==> src/rtl/icx_pkg.sv <==
// Package: shared constants and types for the register-indirect call unit.
// Assumes: a 32-bit datapath and 16 architectural registers.
package icx_pkg;
    localparam int unsigned XLEN    = 32;
    localparam int unsigned RIDX_W  = 4;

    // mode encoding carried on mode_o and in the state register
    typedef enum logic {
        MODE_WIDE    = 1'b0,
        MODE_COMPACT = 1'b1
    } isa_mode_e;

    // fixed fields of the wide encoding
    localparam logic [7:0]  WIDE_OPC_MID  = 8'h12;
    localparam logic [3:0]  WIDE_OPC_LOW  = 4'h3;
    localparam logic [3:0]  WIDE_COND_NV  = 4'hF;
    localparam logic [11:0] WIDE_SBO      = 12'hFFF;
    // fixed fields of the compact encoding
    localparam logic [8:0]  CMP_OPC       = 9'b010001111;
    localparam logic [2:0]  CMP_SBZ       = 3'b000;
    // register whose use is undefined as a call target
    localparam logic [RIDX_W-1:0] PC_REG_IDX = 4'd15;

    // decoded view of one instruction word
    typedef struct packed {
        logic              hit;
        logic [RIDX_W-1:0] rm;
        logic              shape_bad;
    } dec_t;
endpackage

==> src/rtl/icx_decode.sv <==
// Module: icx_decode
// Matches the instruction word against the encoding of the current mode,
// extracts the register index and reports damaged fixed-value fields.
// Assumes: compact halfwords are carried in bits [15:0].
module icx_decode
    import icx_pkg::*;
#(
    parameter int unsigned IW = 32
) (
    input  logic [IW-1:0] instr,
    input  isa_mode_e     mode,
    output dec_t          dec
);
    dec_t wide_d;
    dec_t cmp_d;

    // wide-encoding field match
    always_comb begin
        wide_d.hit       = (instr[27:20] == WIDE_OPC_MID) &&
                           (instr[7:4]   == WIDE_OPC_LOW) &&
                           (instr[31:28] != WIDE_COND_NV);
        wide_d.rm        = instr[3:0];
        wide_d.shape_bad = (instr[19:8] != WIDE_SBO);
    end

    // compact-encoding field match
    always_comb begin
        cmp_d.hit       = (instr[15:7] == CMP_OPC);
        cmp_d.rm        = instr[6:3];
        cmp_d.shape_bad = (instr[2:0] != CMP_SBZ);
    end

    // pick the view belonging to the current mode
    always_comb begin
        dec = (mode == MODE_COMPACT) ? cmp_d : wide_d;
    end
endmodule

==> src/rtl/icx_link.sv <==
// Module: icx_link
// Forms the return address of a call from the current instruction address.
// Assumes: the address of the next instruction is pc+4 (wide) or pc+2 (compact).
module icx_link
    import icx_pkg::*;
#(
    parameter int unsigned W = XLEN
) (
    input  logic [W-1:0] pc,
    input  isa_mode_e    mode,
    output logic [W-1:0] link
);
    localparam logic [W-1:0] WIDE_STEP = W'(4);
    localparam logic [W-1:0] CMP_STEP  = W'(2);

    logic [W-1:0] seq_addr;

    // sequential address, with bit 0 marking compact callers
    always_comb begin
        if (mode == MODE_COMPACT) begin
            seq_addr = pc + CMP_STEP;
            link     = {seq_addr[W-1:1], 1'b1};
        end else begin
            seq_addr = pc + WIDE_STEP;
            link     = seq_addr;
        end
    end
endmodule

==> src/rtl/icx_hazard.sv <==
// Module: icx_hazard
// Raises the flag for handled calls whose outcome is not defined.
// Assumes: dec comes from icx_decode for the same cycle.
module icx_hazard
    import icx_pkg::*;
#(
    parameter int unsigned W = XLEN
) (
    input  logic      valid,
    input  dec_t      dec,
    input  isa_mode_e mode,
    input  logic      grp_inside,
    input  logic      grp_last,
    input  logic [1:0] tgt_low,
    output logic      unpred
);
    logic bad_reg;
    logic bad_grp;
    logic bad_align;

    // individual undefined cases
    always_comb begin
        bad_reg   = (dec.rm == PC_REG_IDX);
        bad_grp   = (mode == MODE_COMPACT) && grp_inside && !grp_last;
        bad_align = (mode == MODE_WIDE) && (tgt_low == 2'b10);
        unpred    = valid && dec.hit &&
                    (bad_reg || bad_grp || bad_align || dec.shape_bad);
    end
endmodule

==> src/rtl/icx_state.sv <==
// Module: icx_state
// Holds the instruction address and mode; loads both on a taken call.
// Assumes: target bit 0 selects the mode and is never part of the address.
module icx_state
    import icx_pkg::*;
#(
    parameter int unsigned   W      = XLEN,
    parameter logic [W-1:0]  PC_RST = '0
) (
    input  logic         clk,
    input  logic         rst_n,
    input  logic         take,
    input  logic [W-1:0] target,
    output logic [W-1:0] pc_q,
    output isa_mode_e    mode_q
);
    // address and mode registers
    always_ff @(posedge clk) begin
        if (!rst_n) begin
            pc_q   <= PC_RST;
            mode_q <= MODE_WIDE;
        end else if (take) begin
            pc_q   <= {target[W-1:1], 1'b0};
            mode_q <= isa_mode_e'(target[0]);
        end
    end

    AST_HOLD_WHEN_IDLE: assert property (@(posedge clk) disable iff (!rst_n)
        !take |=> ($stable(pc_q) && $stable(mode_q)));
    AST_MODE_FROM_BIT0: assert property (@(posedge clk) disable iff (!rst_n)
        take |=> (mode_q == isa_mode_e'($past(target[0]))));
    AST_PC_EVEN: assert property (@(posedge clk) disable iff (!rst_n)
        take |=> (pc_q[0] == 1'b0));
endmodule

==> src/rtl/indcall_exchange_unit.sv <==
// Module: indcall_exchange_unit
// Executes a call through a register, optionally switching instruction set.
// Assumes: condition evaluation and register read are done outside, same cycle.
module indcall_exchange_unit
    import icx_pkg::*;
#(
    parameter int unsigned      W      = XLEN,
    parameter logic [W-1:0]     PC_RST = '0
) (
    input  logic              clk,
    input  logic              rst_n,
    input  logic              valid_i,
    input  logic [31:0]       instr_i,
    input  logic              cond_pass_i,
    input  logic              grp_inside_i,
    input  logic              grp_last_i,
    output logic [RIDX_W-1:0] rf_addr_o,
    input  logic [W-1:0]      rf_data_i,
    output logic [W-1:0]      pc_o,
    output logic              mode_o,
    output logic [W-1:0]      next_pc_o,
    output logic              lr_we_o,
    output logic [W-1:0]      lr_data_o,
    output logic              unpred_o,
    output logic              nothandled_o
);
    dec_t         dec;
    isa_mode_e    mode_q;
    logic [W-1:0] pc_q;
    logic [W-1:0] link;
    logic         take;

    icx_decode #(.IW(32)) u_decode (
        .instr (instr_i),
        .mode  (mode_q),
        .dec   (dec)
    );

    icx_link #(.W(W)) u_link (
        .pc   (pc_q),
        .mode (mode_q),
        .link (link)
    );

    icx_hazard #(.W(W)) u_hazard (
        .valid      (valid_i),
        .dec        (dec),
        .mode       (mode_q),
        .grp_inside (grp_inside_i),
        .grp_last   (grp_last_i),
        .tgt_low    (rf_data_i[1:0]),
        .unpred     (unpred_o)
    );

    icx_state #(.W(W), .PC_RST(PC_RST)) u_state (
        .clk    (clk),
        .rst_n  (rst_n),
        .take   (take),
        .target (rf_data_i),
        .pc_q   (pc_q),
        .mode_q (mode_q)
    );

    // accept decision and port outputs
    always_comb begin
        take         = valid_i && dec.hit && cond_pass_i;
        rf_addr_o    = dec.rm;
        pc_o         = pc_q;
        mode_o       = mode_q;
        lr_we_o      = take;
        lr_data_o    = link;
        next_pc_o    = take ? {rf_data_i[W-1:1], 1'b0} : pc_q;
        nothandled_o = valid_i && !dec.hit;
    end

    AST_NO_LINK_ON_FAIL: assert property (@(posedge clk) disable iff (!rst_n)
        (!cond_pass_i || !valid_i) |-> !lr_we_o);
    AST_NEXT_PC_LANDS: assert property (@(posedge clk) disable iff (!rst_n)
        lr_we_o |=> (pc_o == $past(next_pc_o)));
    AST_REG15_FLAGGED: assert property (@(posedge clk) disable iff (!rst_n)
        (valid_i && !nothandled_o && rf_addr_o == PC_REG_IDX) |-> unpred_o);
    AST_COMPACT_LINK_ODD: assert property (@(posedge clk) disable iff (!rst_n)
        (lr_we_o && mode_o) |-> lr_data_o[0]);
    AST_WIDE_LINK_STEP: assert property (@(posedge clk) disable iff (!rst_n)
        (lr_we_o && !mode_o) |-> (lr_data_o - pc_o == W'(4)));
    AST_UNHANDLED_QUIET: assert property (@(posedge clk) disable iff (!rst_n)
        nothandled_o |-> (!lr_we_o && !unpred_o));
endmodule

==> config.mk <==
export PLATFORM = sky130hd
export DESIGN_NAME = indcall_exchange_unit
export DESIGN_NICKNAME = d
export VERILOG_FILES = /design/src/rtl/icx_pkg.sv /design/src/rtl/icx_decode.sv /design/src/rtl/icx_link.sv /design/src/rtl/icx_hazard.sv /design/src/rtl/icx_state.sv /design/src/rtl/indcall_exchange_unit.sv
export SDC_FILE = /design/constraint.sdc
export NUM_CORES = 1
export LEC_CHECK = 0
export ABC_AREA = 1
export BUFFER_PORTS_ARGS = -buffer_cell sky130_fd_sc_hd__buf_2
export CAP_MARGIN = 10
export CELL_PAD_IN_SITES_DETAIL_PLACEMENT = 0
export CELL_PAD_IN_SITES_GLOBAL_PLACEMENT = 1
export CORE_MARGIN = 3
export CORE_UTILIZATION = 28
export CTS_CLUSTER_DIAMETER = 150
export DETAILED_ROUTE_END_ITERATION = 10
export PLACE_DENSITY = 0.86
export SETUP_SLACK_MARGIN = 0.5
export SLEW_MARGIN = 20
export SYNTH_ARGS = -nofsm -noshare
export SYNTH_HDL_FRONTEND = slang
export SYNTH_SLANG_ARGS = --single-unit
==> constraint.sdc <==
create_clock -name clk -period 1.81 [get_ports clk]
set_clock_uncertainty 0.15 [all_clocks]
set_input_delay 0.2715 -clock clk [delete_from_list [all_inputs] [get_ports clk]]
set_output_delay 0.2715 -clock clk [all_outputs]
set_load 0.05 [all_outputs]
==> run summary, run 1 <==
Finished Layout Cells: 984
Hold Crit Class: in2reg
asr flop ratio synth: 0%
Yosys top cell by area: dfxtp_1
Num CTS Buffers: 5
CP cell instances: ha_4 > a21boi_4 > nand3_4 > buf_6 > nor2_4 > nand3_4 > nor2_4 > xor2_4 > buf_6
Antenna Cells: 0
share of post-route cells with drive strength above 1: 74.62%
Post-Syn Area: 2923 µm²
Critical-path top delay cell: dfxtp_4
Syn Area/Cell: 5.686 µm²
CP max FO: 4
die area: 11700 µm²
vias in the first global route: 4820
min Tclk post-route: 2.524 ns
Multi-input gate area: 3129 µm²
filler instances: 529
storage element area: 767.0 µm²
antenna violations before repair: 0
number of enable flip-flop cells after synthesis: 0
syn_nets: 586
post-synthesis mux area share: 0%
Die Wd: 108.2 µm
TritonCTS clock tree: built
Vias: 4938
number of vias per cell: 5.018
TritonCTS Sinks: 33
area delta synth->final: 185.4%
starting density of the core: 29.36%
synth top area cells: dfxtp_1, nand2_1, inv_1
CP required: 1.39 ns
CTS Root Cell: clkbuf_8
DR pass1 iterations: 5
Row Count: 36
post-route antenna net violation count: 0
R2R Path End: u_state.pc_q[2]
FF-to-FF setup slack: -0.39 ns
FF-to-FF path depth: 15
placed cells: 914
largest net degree at the start of global routing: 21
buffer and inverter count on the worst path: 2
post-synthesis instance total: 514
clock tree buffer depth: 2
# hold bufs at CTS: 0
global-route wire length before repair: 23430 µm
Core Area: 9955 µm²
CP arrival: 2.10 ns
post-route cell area: 8342 µm²
Tcrit/Tclk final: 139.5%
Endpoint, Worst Hold: u_state.mode_q
R2R Path Start: u_state.mode_q
drt first-iter violations: 275
most frequent cells after synthesis: nand2_1, inv_1, nor2_1
Main synth FF type: dfxtp_1
setup violators final: 72
HP Start: rst_n
Worst-path clk slew: 0.08 ns
CP Class: reg2out
Vert. Die Dim: 108.2 µm
fmax: 396.2 MHz
Max Cap Violations: 0
Yosys reg bits: 33
CP Capture Type: output pin
CP delay by family, top: simple AND/OR/NAND/NOR gates
area share of fa/ha/maj cells after synthesis: 0.8562%
Final Max Tran Viols: 0
Top-Level Pins: 174
# nets final: 922
CTS H-Tree Depth: 2
final WL: 19090 µm
P per Cell Area: 204.2 nW/µm²
gr ovfl total: 0
post-DR wirelength/cell: 19.40 µm
Critical Path Max Stage Delay: 0.40 ns
hold slack: 0.08268 ns
Place WS: -0.2970 ns
final worst slack: -0.7142 ns
Area after DPL: 5818 µm²
Synth Area in XOR/XNOR: 7.491%
total track usage: 25.11%
Final Hold Vio Count: 0
Compound-Gate Fraction of Synth Area: 2.783%
Worst-Skew Late Latency: 0.29 ns
dpl hpwl: 10390 µm
Pwr Total: 0.001703 W
count leader, synth: nand2_1
Ys Warns: 0
leakage: 3.739 nW
failing checks: setup timing
drt drc: 0
Worst VDD drop: 0.2621 mV
largest family of logic cells by synthesized area: simple AND/OR/NAND/NOR gates
post-synthesis sequential area ratio: 22.60%
Slew HR: 81.47%
type of origin of the critical path: register
RSZ-0062 raised after global routing: yes
status: complete, but fails checks
post-synthesis simple-gate area fraction: 46.83%
post-synth top area share: 22.60%
WHS Path Cells: 3
Least-Margin Pin Slew: 0.2780 ns
synth unique cells: 34
GP Congestion: 0.9514
I/O Buffers: 173
## final cells by class
class / instances / share of cell area, %
clock buffer: 6 / 0.8700
clock inverter: 2 / 0.4050
inverter: 124 / 7.290
multi-input combinational: 338 / 37.51
sequential: 33 / 9.195
tap: 133 / 1.995
timing repair buffer: 348 / 42.73
## cells in the final DEF, fill, tap and decap left out, types with 6 or more instances in the layout
cell type	n
buf_4	96
nor2_4	14
dfxtp_4	26
buf_6	97
nand3_4	9
nor3_2	7
buf_12	12
nand2_4	70
nand3_1	6
nor2_2	18
xor2_4	19
nand2_2	32
buf_8	66
inv_1	73
inv_2	12
dfxtp_2	7
nand2_1	41
buf_2	70
nor2_1	38
nand4_1	45
clkinvlp_4	32
## routing by layer
metal,routed length (µm),GRT usage (%),vias to the layer above
met5,0,0,-
met1,6621,29.08,2332
met2,10250,47.65,285
met4,990,6.763,0
li1,-,-,2233
met3,1232,3.821,88
## worst min-delay path: stages
cell and delay, ns:
buf_2 0.11, nand2_1 0.06, nor2_1 0.05
## state kept, by name, summed over array words and instances, names as in the netlist
register,flops
u_state.pc_q,32
u_state.mode_q,1
## cells by family after synthesis
| family | count (synthesis) |
|---|---|
| adder cells (fa/ha/maj) | 2 |
| flip-flops | 33 |
| buffers and inverters | 143 |
| XOR/XNOR | 25 |
| AND/OR/NAND/NOR | 298 |
| AO/OA/AOI/OAI | 13 |
## worst max-delay path by stage
stage | end | start | depth (start not counted) | slack, ns
finish | lr_data_o[22] | u_state.pc_q[2] | 9 | -0.71
floorplan | lr_data_o[6] | u_state.pc_q[2] | 4 | -0.33
detailed placement | lr_data_o[22] | u_state.pc_q[2] | 9 | -0.30
CTS | lr_data_o[22] | u_state.pc_q[2] | 9 | -0.52
global placement | lr_data_o[22] | u_state.pc_q[2] | 9 | -0.27
global route | lr_data_o[22] | u_state.pc_q[2] | 9 | -0.76
## power breakdown
part / switching (W) / internal, W
logic: 0.000156 / 0.000122
registers: 0.000000132 / 0.000686
clock network: 0.000332 / 0.000408
## stage by stage
stage               utilization (%)  setup TNS, ns
finish                        83.80         -33.62
detailed placement            58.45         -14.39
CTS                           73.55         -27.80
global placement              58.45         -12.80
global route                  83.80         -38.28
floorplan                         -         -8.301
## what timing repair did
item	CTS	global route
endpoints found under the setup margin	137	137
pin swaps	26	47
gates resized for setup	311	186
buffers inserted	20	36
gates cloned	5	1
Note: power is estimated with default switching activity, not from simulation.
==> inputs of run 2 (changes only) <==
--- a/config.mk
+++ b/config.mk
@@ -14,7 +14,7 @@
 export CORE_UTILIZATION = 28
 export CTS_CLUSTER_DIAMETER = 150
 export DETAILED_ROUTE_END_ITERATION = 10
-export PLACE_DENSITY = 0.86
+export PLACE_DENSITY = 0.94
 export SETUP_SLACK_MARGIN = 0.5
 export SLEW_MARGIN = 20
 export SYNTH_ARGS = -nofsm -noshare
==> run 2 against run 1 <==
Net effect:
- the run still ends with setup timing left
- flip-flop and latch count stayed put
- sequential share of layout area shrank 0.26 points
- sequential power hardly changed
- core utilization is 2.7 points higher
- critical path depth down 1
- cell area rose by 3.2%
- cell count increased by 1.4%
- die area unchanged
- maximum frequency decreased by 15%
- largest cell class unchanged
==> run summary, run 2 (same netlist as run 1, synthesis figures left out) <==
status: complete, but fails checks
failing checks: setup timing
GP Congestion: 0.9255
clock tree buffer depth: 2
Die Wd: 108.2 µm
Vias: 5494
Least-Margin Pin Slew: 0.7180 ns
Core Area: 9955 µm²
Tcrit/Tclk final: 164.4%
Num CTS Buffers: 5
total track usage: 31.55%
Largest register FFs: 32
leakage: 3.798 nW
final worst slack: -1.165 ns
die area: 11700 µm²
Critical-path top delay cell: nor4_2
DR pass1 iterations: 5
post-DR wirelength/cell: 24.12 µm
type of origin of the critical path: register
TritonCTS clock tree: built
CP arrival: 2.55 ns
CP required: 1.39 ns
commonest non-fill, non-tap cell in the layout: buf_6
hold slack: 0.09012 ns
Top-Level Pins: 174
CP cell instances: inv_1 > nor3_2 > nand2_1 > nor4_2 > buf_4 > nand3_2 > nand2_4 > buf_8
Final Max Tran Viols: 0
share of post-route cells with drive strength above 1: 76.85%
I/O Buffers: 173
Util after Layout: 86.50%
drt first-iter violations: 482
filler instances: 423
Worst VDD drop: 0.3477 mV
R2R Path End: u_state.pc_q[23]
Multi-input gate area: 3189 µm²
gr ovfl total: 0
FF-to-FF setup slack: -0.13 ns
Regs by FF count: u_state.pc_q (32), u_state.mode_q (1)
CTS Root Cell: clkbuf_8
Endpoint, Worst Hold: u_state.mode_q
RSZ-0062 raised after global routing: yes
vias in the first global route: 5382
Worst-path clk slew: 0.09 ns
number of vias per cell: 5.505
Worst-Skew Late Latency: 0.32 ns
P per Cell Area: 203.8 nW/µm²
fmax: 336.1 MHz
area delta synth->final: 194.6%
antenna violations before repair: 1
# nets final: 935
final WL: 24070 µm
HP Start: rst_n
Slew HR: 52.13%
Vert. Die Dim: 108.2 µm
setup violators final: 86
TritonCTS Sinks: 33
WHS Path Cells: 3
FF-to-FF path depth: 12
storage element area: 769.5 µm²
Row Count: 36
drt drc: 0
global-route wire length before repair: 28370 µm
largest net degree at the start of global routing: 33
Max Cap Violations: 0
Hold Crit Class: in2reg
Critical Path Max Stage Delay: 0.53 ns
CP Capture Type: output pin
post-route antenna net violation count: 0
commonest cells after routing, fill and taps aside: buf_6, buf_4, inv_1
starting density of the core: 29.36%
CP max FO: 4
dpl hpwl: 10620 µm
Final Hold Vio Count: 0
min Tclk post-route: 2.975 ns
CTS H-Tree Depth: 2
CP Class: reg2out
R2R Path Start: u_state.mode_q
Biggest register: u_state.pc_q
## run 2: cell count changes in the layout (fill, tap and decap cells not counted), sizes merged
cell      before  now
diode          0    1
clkinvlp      32   33
buf          346  361
clkinv         1    2
inv           92   91
clkbuf         8    5
## run 2: layout make-up
type,instances,area share [%]
diodes,1,0.02906
clock inverters,3,0.5376
multi-input cells,338,37.04
inverters,124,7.091
repair buffers,361,43.64
well taps,133,1.933
flip-flops and latches,33,8.936
clock buffers,5,0.7992
## run 2: worst max-delay path: cells and delay by family (launching register included)
| family | cells | cell delay [ns] |
|---|---|---|
| buf+inv | 3 | 0.46 |
| flops | 1 | 0.38 |
| simple gates | 5 | 1.41 |
## run 2: layer usage
metal / part of all wire (%) / vias to the layer above / global-route usage [%]
li1: - / 2262 / -
met5: 0 / - / 0
met1: 33 / 2552 / 32.92
met2: 48 / 467 / 58.08
met4: 9.9 / 0 / 18.03
met3: 9.3 / 213 / 6.806
## run 2: report_power, final
group | switching, W | total, W | internal (W) | leakage, nW
registers | 0.000000140 | 0.000685 | 0.000685 | 0.291
clock network | 0.000368 | 0.000781 | 0.000413 | 0.0544
logic | 0.000177 | 0.000289 | 0.000112 | 3.45
total | 0.000545 | 0.00175 | 0.00121 | 3.80
## run 2: metrics by stage
step	total power [W]	instance area [µm²]	setup slack [ns]	cells	TNS (ns)
after global placement	0.0009265	5761	-0.2594	908	-13.05
after CTS	0.001676	7820	-0.5268	971	-26.90
after floorplan	0.0008077	4029	-0.3274	514	-8.301
final	0.001755	8611	-1.165	998	-38.88
after global routing	0.001780	8608	-1.179	997	-41.31
after detailed placement	0.0009331	5761	-0.3094	908	-14.59
## run 2: worst max path at each step
stage / from / to / slack (ns) / cells past startpoint
6_report: u_state.pc_q[17] / lr_data_o[28] / -1.17 / 8
5_1_grt: u_state.pc_q[16] / lr_data_o[28] / -1.18 / 8
4_1_cts: u_state.pc_q[2] / lr_data_o[22] / -0.53 / 9
3_5_place_dp: u_state.pc_q[2] / lr_data_o[22] / -0.31 / 9
3_3_place_gp: instr_i[6] / next_pc_o[24] / -0.26 / 12
2_1_floorplan: u_state.pc_q[2] / lr_data_o[6] / -0.33 / 4
## run 2: what timing repair did
item                       4_1_cts  5_1_grt
hold buffers                     0        0
gates resized for setup        380      148
pin swaps                       60       60
setup buffers                   48       26
setup endpoints to repair      137      130
cloned                           7        0
==> inputs of run 3 (changes only) <==
--- a/config.mk
+++ b/config.mk
@@ -15,6 +15,7 @@
 export CTS_CLUSTER_DIAMETER = 150
 export DETAILED_ROUTE_END_ITERATION = 10
 export PLACE_DENSITY = 0.94
+export RECOVER_POWER = 50
 export SETUP_SLACK_MARGIN = 0.5
 export SLEW_MARGIN = 20
 export SYNTH_ARGS = -nofsm -noshare
==> run 3 against run 2 <==
Net effect:
- the flow still finishes with violations (setup timing)
- register-to-register slack hardly changed
- cell area is 0.99% lower
- cell count stayed put
- non-clock buffer count stayed put
- power is 0.82% higher
- worst hold slack worse by 0.0053 ns
- sequential power is 0.9% higher
- worst setup slack worse by 0.042 ns
- die area stayed put
- maximum frequency is 1.4% lower
- critical endpoint unchanged
- highest routed layer unchanged
==> run summary, run 3 (same netlist as run 1, synthesis figures left out) <==
status: complete, but fails checks
failing checks: setup timing
drt first-iter violations: 429
CP Class: reg2out
GP Congestion: 0.9255
TritonCTS clock tree: built
starting density of the core: 29.36%
CP delay by family, top: simple AND/OR/NAND/NOR gates
number of vias per cell: 5.457
Vert. Die Dim: 108.2 µm
Worst Setup EP: lr_data_o[28]
Final Hold Vio Count: 0
leakage: 3.761 nW
post-DR wirelength/cell: 24.09 µm
final WL: 24040 µm
R2R Path Start: u_state.mode_q
setup violators final: 86
Worst-Skew Late Latency: 0.32 ns
hold slack: 0.08482 ns
Num CTS Buffers: 5
Max Cap Violations: 0
I/O Buffers: 173
Final Max Tran Viols: 0
Die Wd: 108.2 µm
Slew HR: 52.85%
Hold Crit Class: in2reg
Least-Margin Pin Slew: 0.7073 ns
R2R Path End: u_state.pc_q[23]
CP required: 1.39 ns
dpl hpwl: 10620 µm
Setup TNS Final: -39.26 ns
Row Count: 36
gr ovfl total: 0
CP cell instances: nand2_1 > nor3_2 > nand2_1 > nor4_2 > buf_4 > nand3_2 > nand2_4 > buf_8
type of origin of the critical path: register
largest net degree at the start of global routing: 33
area delta synth->final: 191.7%
CP Capture Type: output pin
filler instances: 454
critical path depth: 8
Vias: 5446
antenna violations before repair: 1
RSZ-0062 raised after global routing: yes
min Tclk post-route: 3.017 ns
Worst VDD drop: 0.3480 mV
fmax: 331.4 MHz
post-route antenna net violation count: 0
# hold bufs at CTS: 0
Regs by FF count: u_state.pc_q (32), u_state.mode_q (1)
TritonCTS Sinks: 33
crit path from: u_state.pc_q[18]
total track usage: 31.55%
FF-to-FF setup slack: -0.12 ns
Critical-path top delay cell: nor4_2
share of post-route cells with drive strength above 1: 74.77%
commonest cells after routing, fill and taps aside: buf_6, buf_4, inv_1
CTS H-Tree Depth: 2
final worst slack: -1.207 ns
CTS Root Cell: clkbuf_8
Top-Level Pins: 174
clock tree buffer depth: 2
Core Area: 9955 µm²
Worst-path clk slew: 0.09 ns
CP arrival: 2.60 ns
commonest non-fill, non-tap cell in the layout: buf_6
Critical Path Max Stage Delay: 0.52 ns
Tcrit/Tclk final: 166.7%
Util after Layout: 85.65%
CP max FO: 4
vias in the first global route: 5382
Critical Path Most Common Cell: nand2_1
buffer and inverter count on the worst path: 2
Place WS: -0.3094 ns
global-route wire length before repair: 28370 µm
Biggest register: u_state.pc_q
# nets final: 935
die area: 11700 µm²
P per Cell Area: 207.5 nW/µm²
drt drc: 0
FF-to-FF path depth: 12
DR pass1 iterations: 8
Largest register FFs: 32
## run 3: metal layers
metal | track usage [%] | vias up | wire [µm]
met5 | 0 | - | 0
met4 | 18.03 | 0 | 2270
met3 | 6.806 | 189 | 2059
met2 | 58.08 | 434 | 11700
met1 | 32.92 | 2561 | 8014
li1 | - | 2262 | -
## run 3: timing repair
action	CTS	global route
pin swaps	60	60
endpoints found under the setup margin	137	130
cloned	7	0
setup buffers	48	26
resized for setup	380	148
hold endpoints to repair	0	0
## run 3: worst min-delay path by stage
stage                    startpoint               to  slack [ns]  cells after the start
floorplan                     rst_n   u_state.mode_q        0.24                      2
global placement    u_state.pc_q[0]  u_state.pc_q[0]        0.30                      2
detailed placement  u_state.pc_q[0]  u_state.pc_q[0]        0.31                      2
CTS                           rst_n   u_state.mode_q        0.06                      3
global route                  rst_n   u_state.mode_q        0.08                      3
finish                        rst_n   u_state.mode_q        0.08                      3
## run 3: final cells by class
| class | instances | area, µm² | area share, % |
|---|---|---|---|
| Tap cell | 133 | 166.4 | 1.952 |
| Clock buffer | 5 | 68.82 | 0.8072 |
| Multi-Input combinational cell | 338 | 3189 | 37.41 |
| Inverter | 124 | 610.6 | 7.162 |
| Antenna cell | 1 | 2.502 | 0.02935 |
| Timing Repair Buffer | 361 | 3691 | 43.29 |
| Sequential cell | 33 | 750.7 | 8.805 |
| Clock inverter | 3 | 46.29 | 0.5430 |
## run 3: worst register-to-register path: stages (launching register included)
cell      delay [ns]
dfxtp_4         0.41
clkinv_4        0.08
buf_6           0.13
nand3_4         0.08
nand2_4         0.08
buf_8           0.16
buf_12          0.13
buf_16          0.13
nand4_1         0.09
nand2_2         0.10
buf_6           0.13
buf_6           0.10
nor2_2          0.09
## run 3: where the power goes
part           internal [W]  switching (W)
sequential         0.000691    0.000000138
combinational      0.000112       0.000177
clock              0.000413       0.000377
total               0.00122       0.000553
## run 3: through the flow
stage          total power (W)  cell area [µm²]  cells
2_1_floorplan        0.0008077             4029    514
3_3_place_gp         0.0009265             5761    908
3_5_place_dp         0.0009331             5761    908
4_1_cts               0.001676             7820    971
5_1_grt               0.001786             8523    997
6_report              0.001769             8526    998
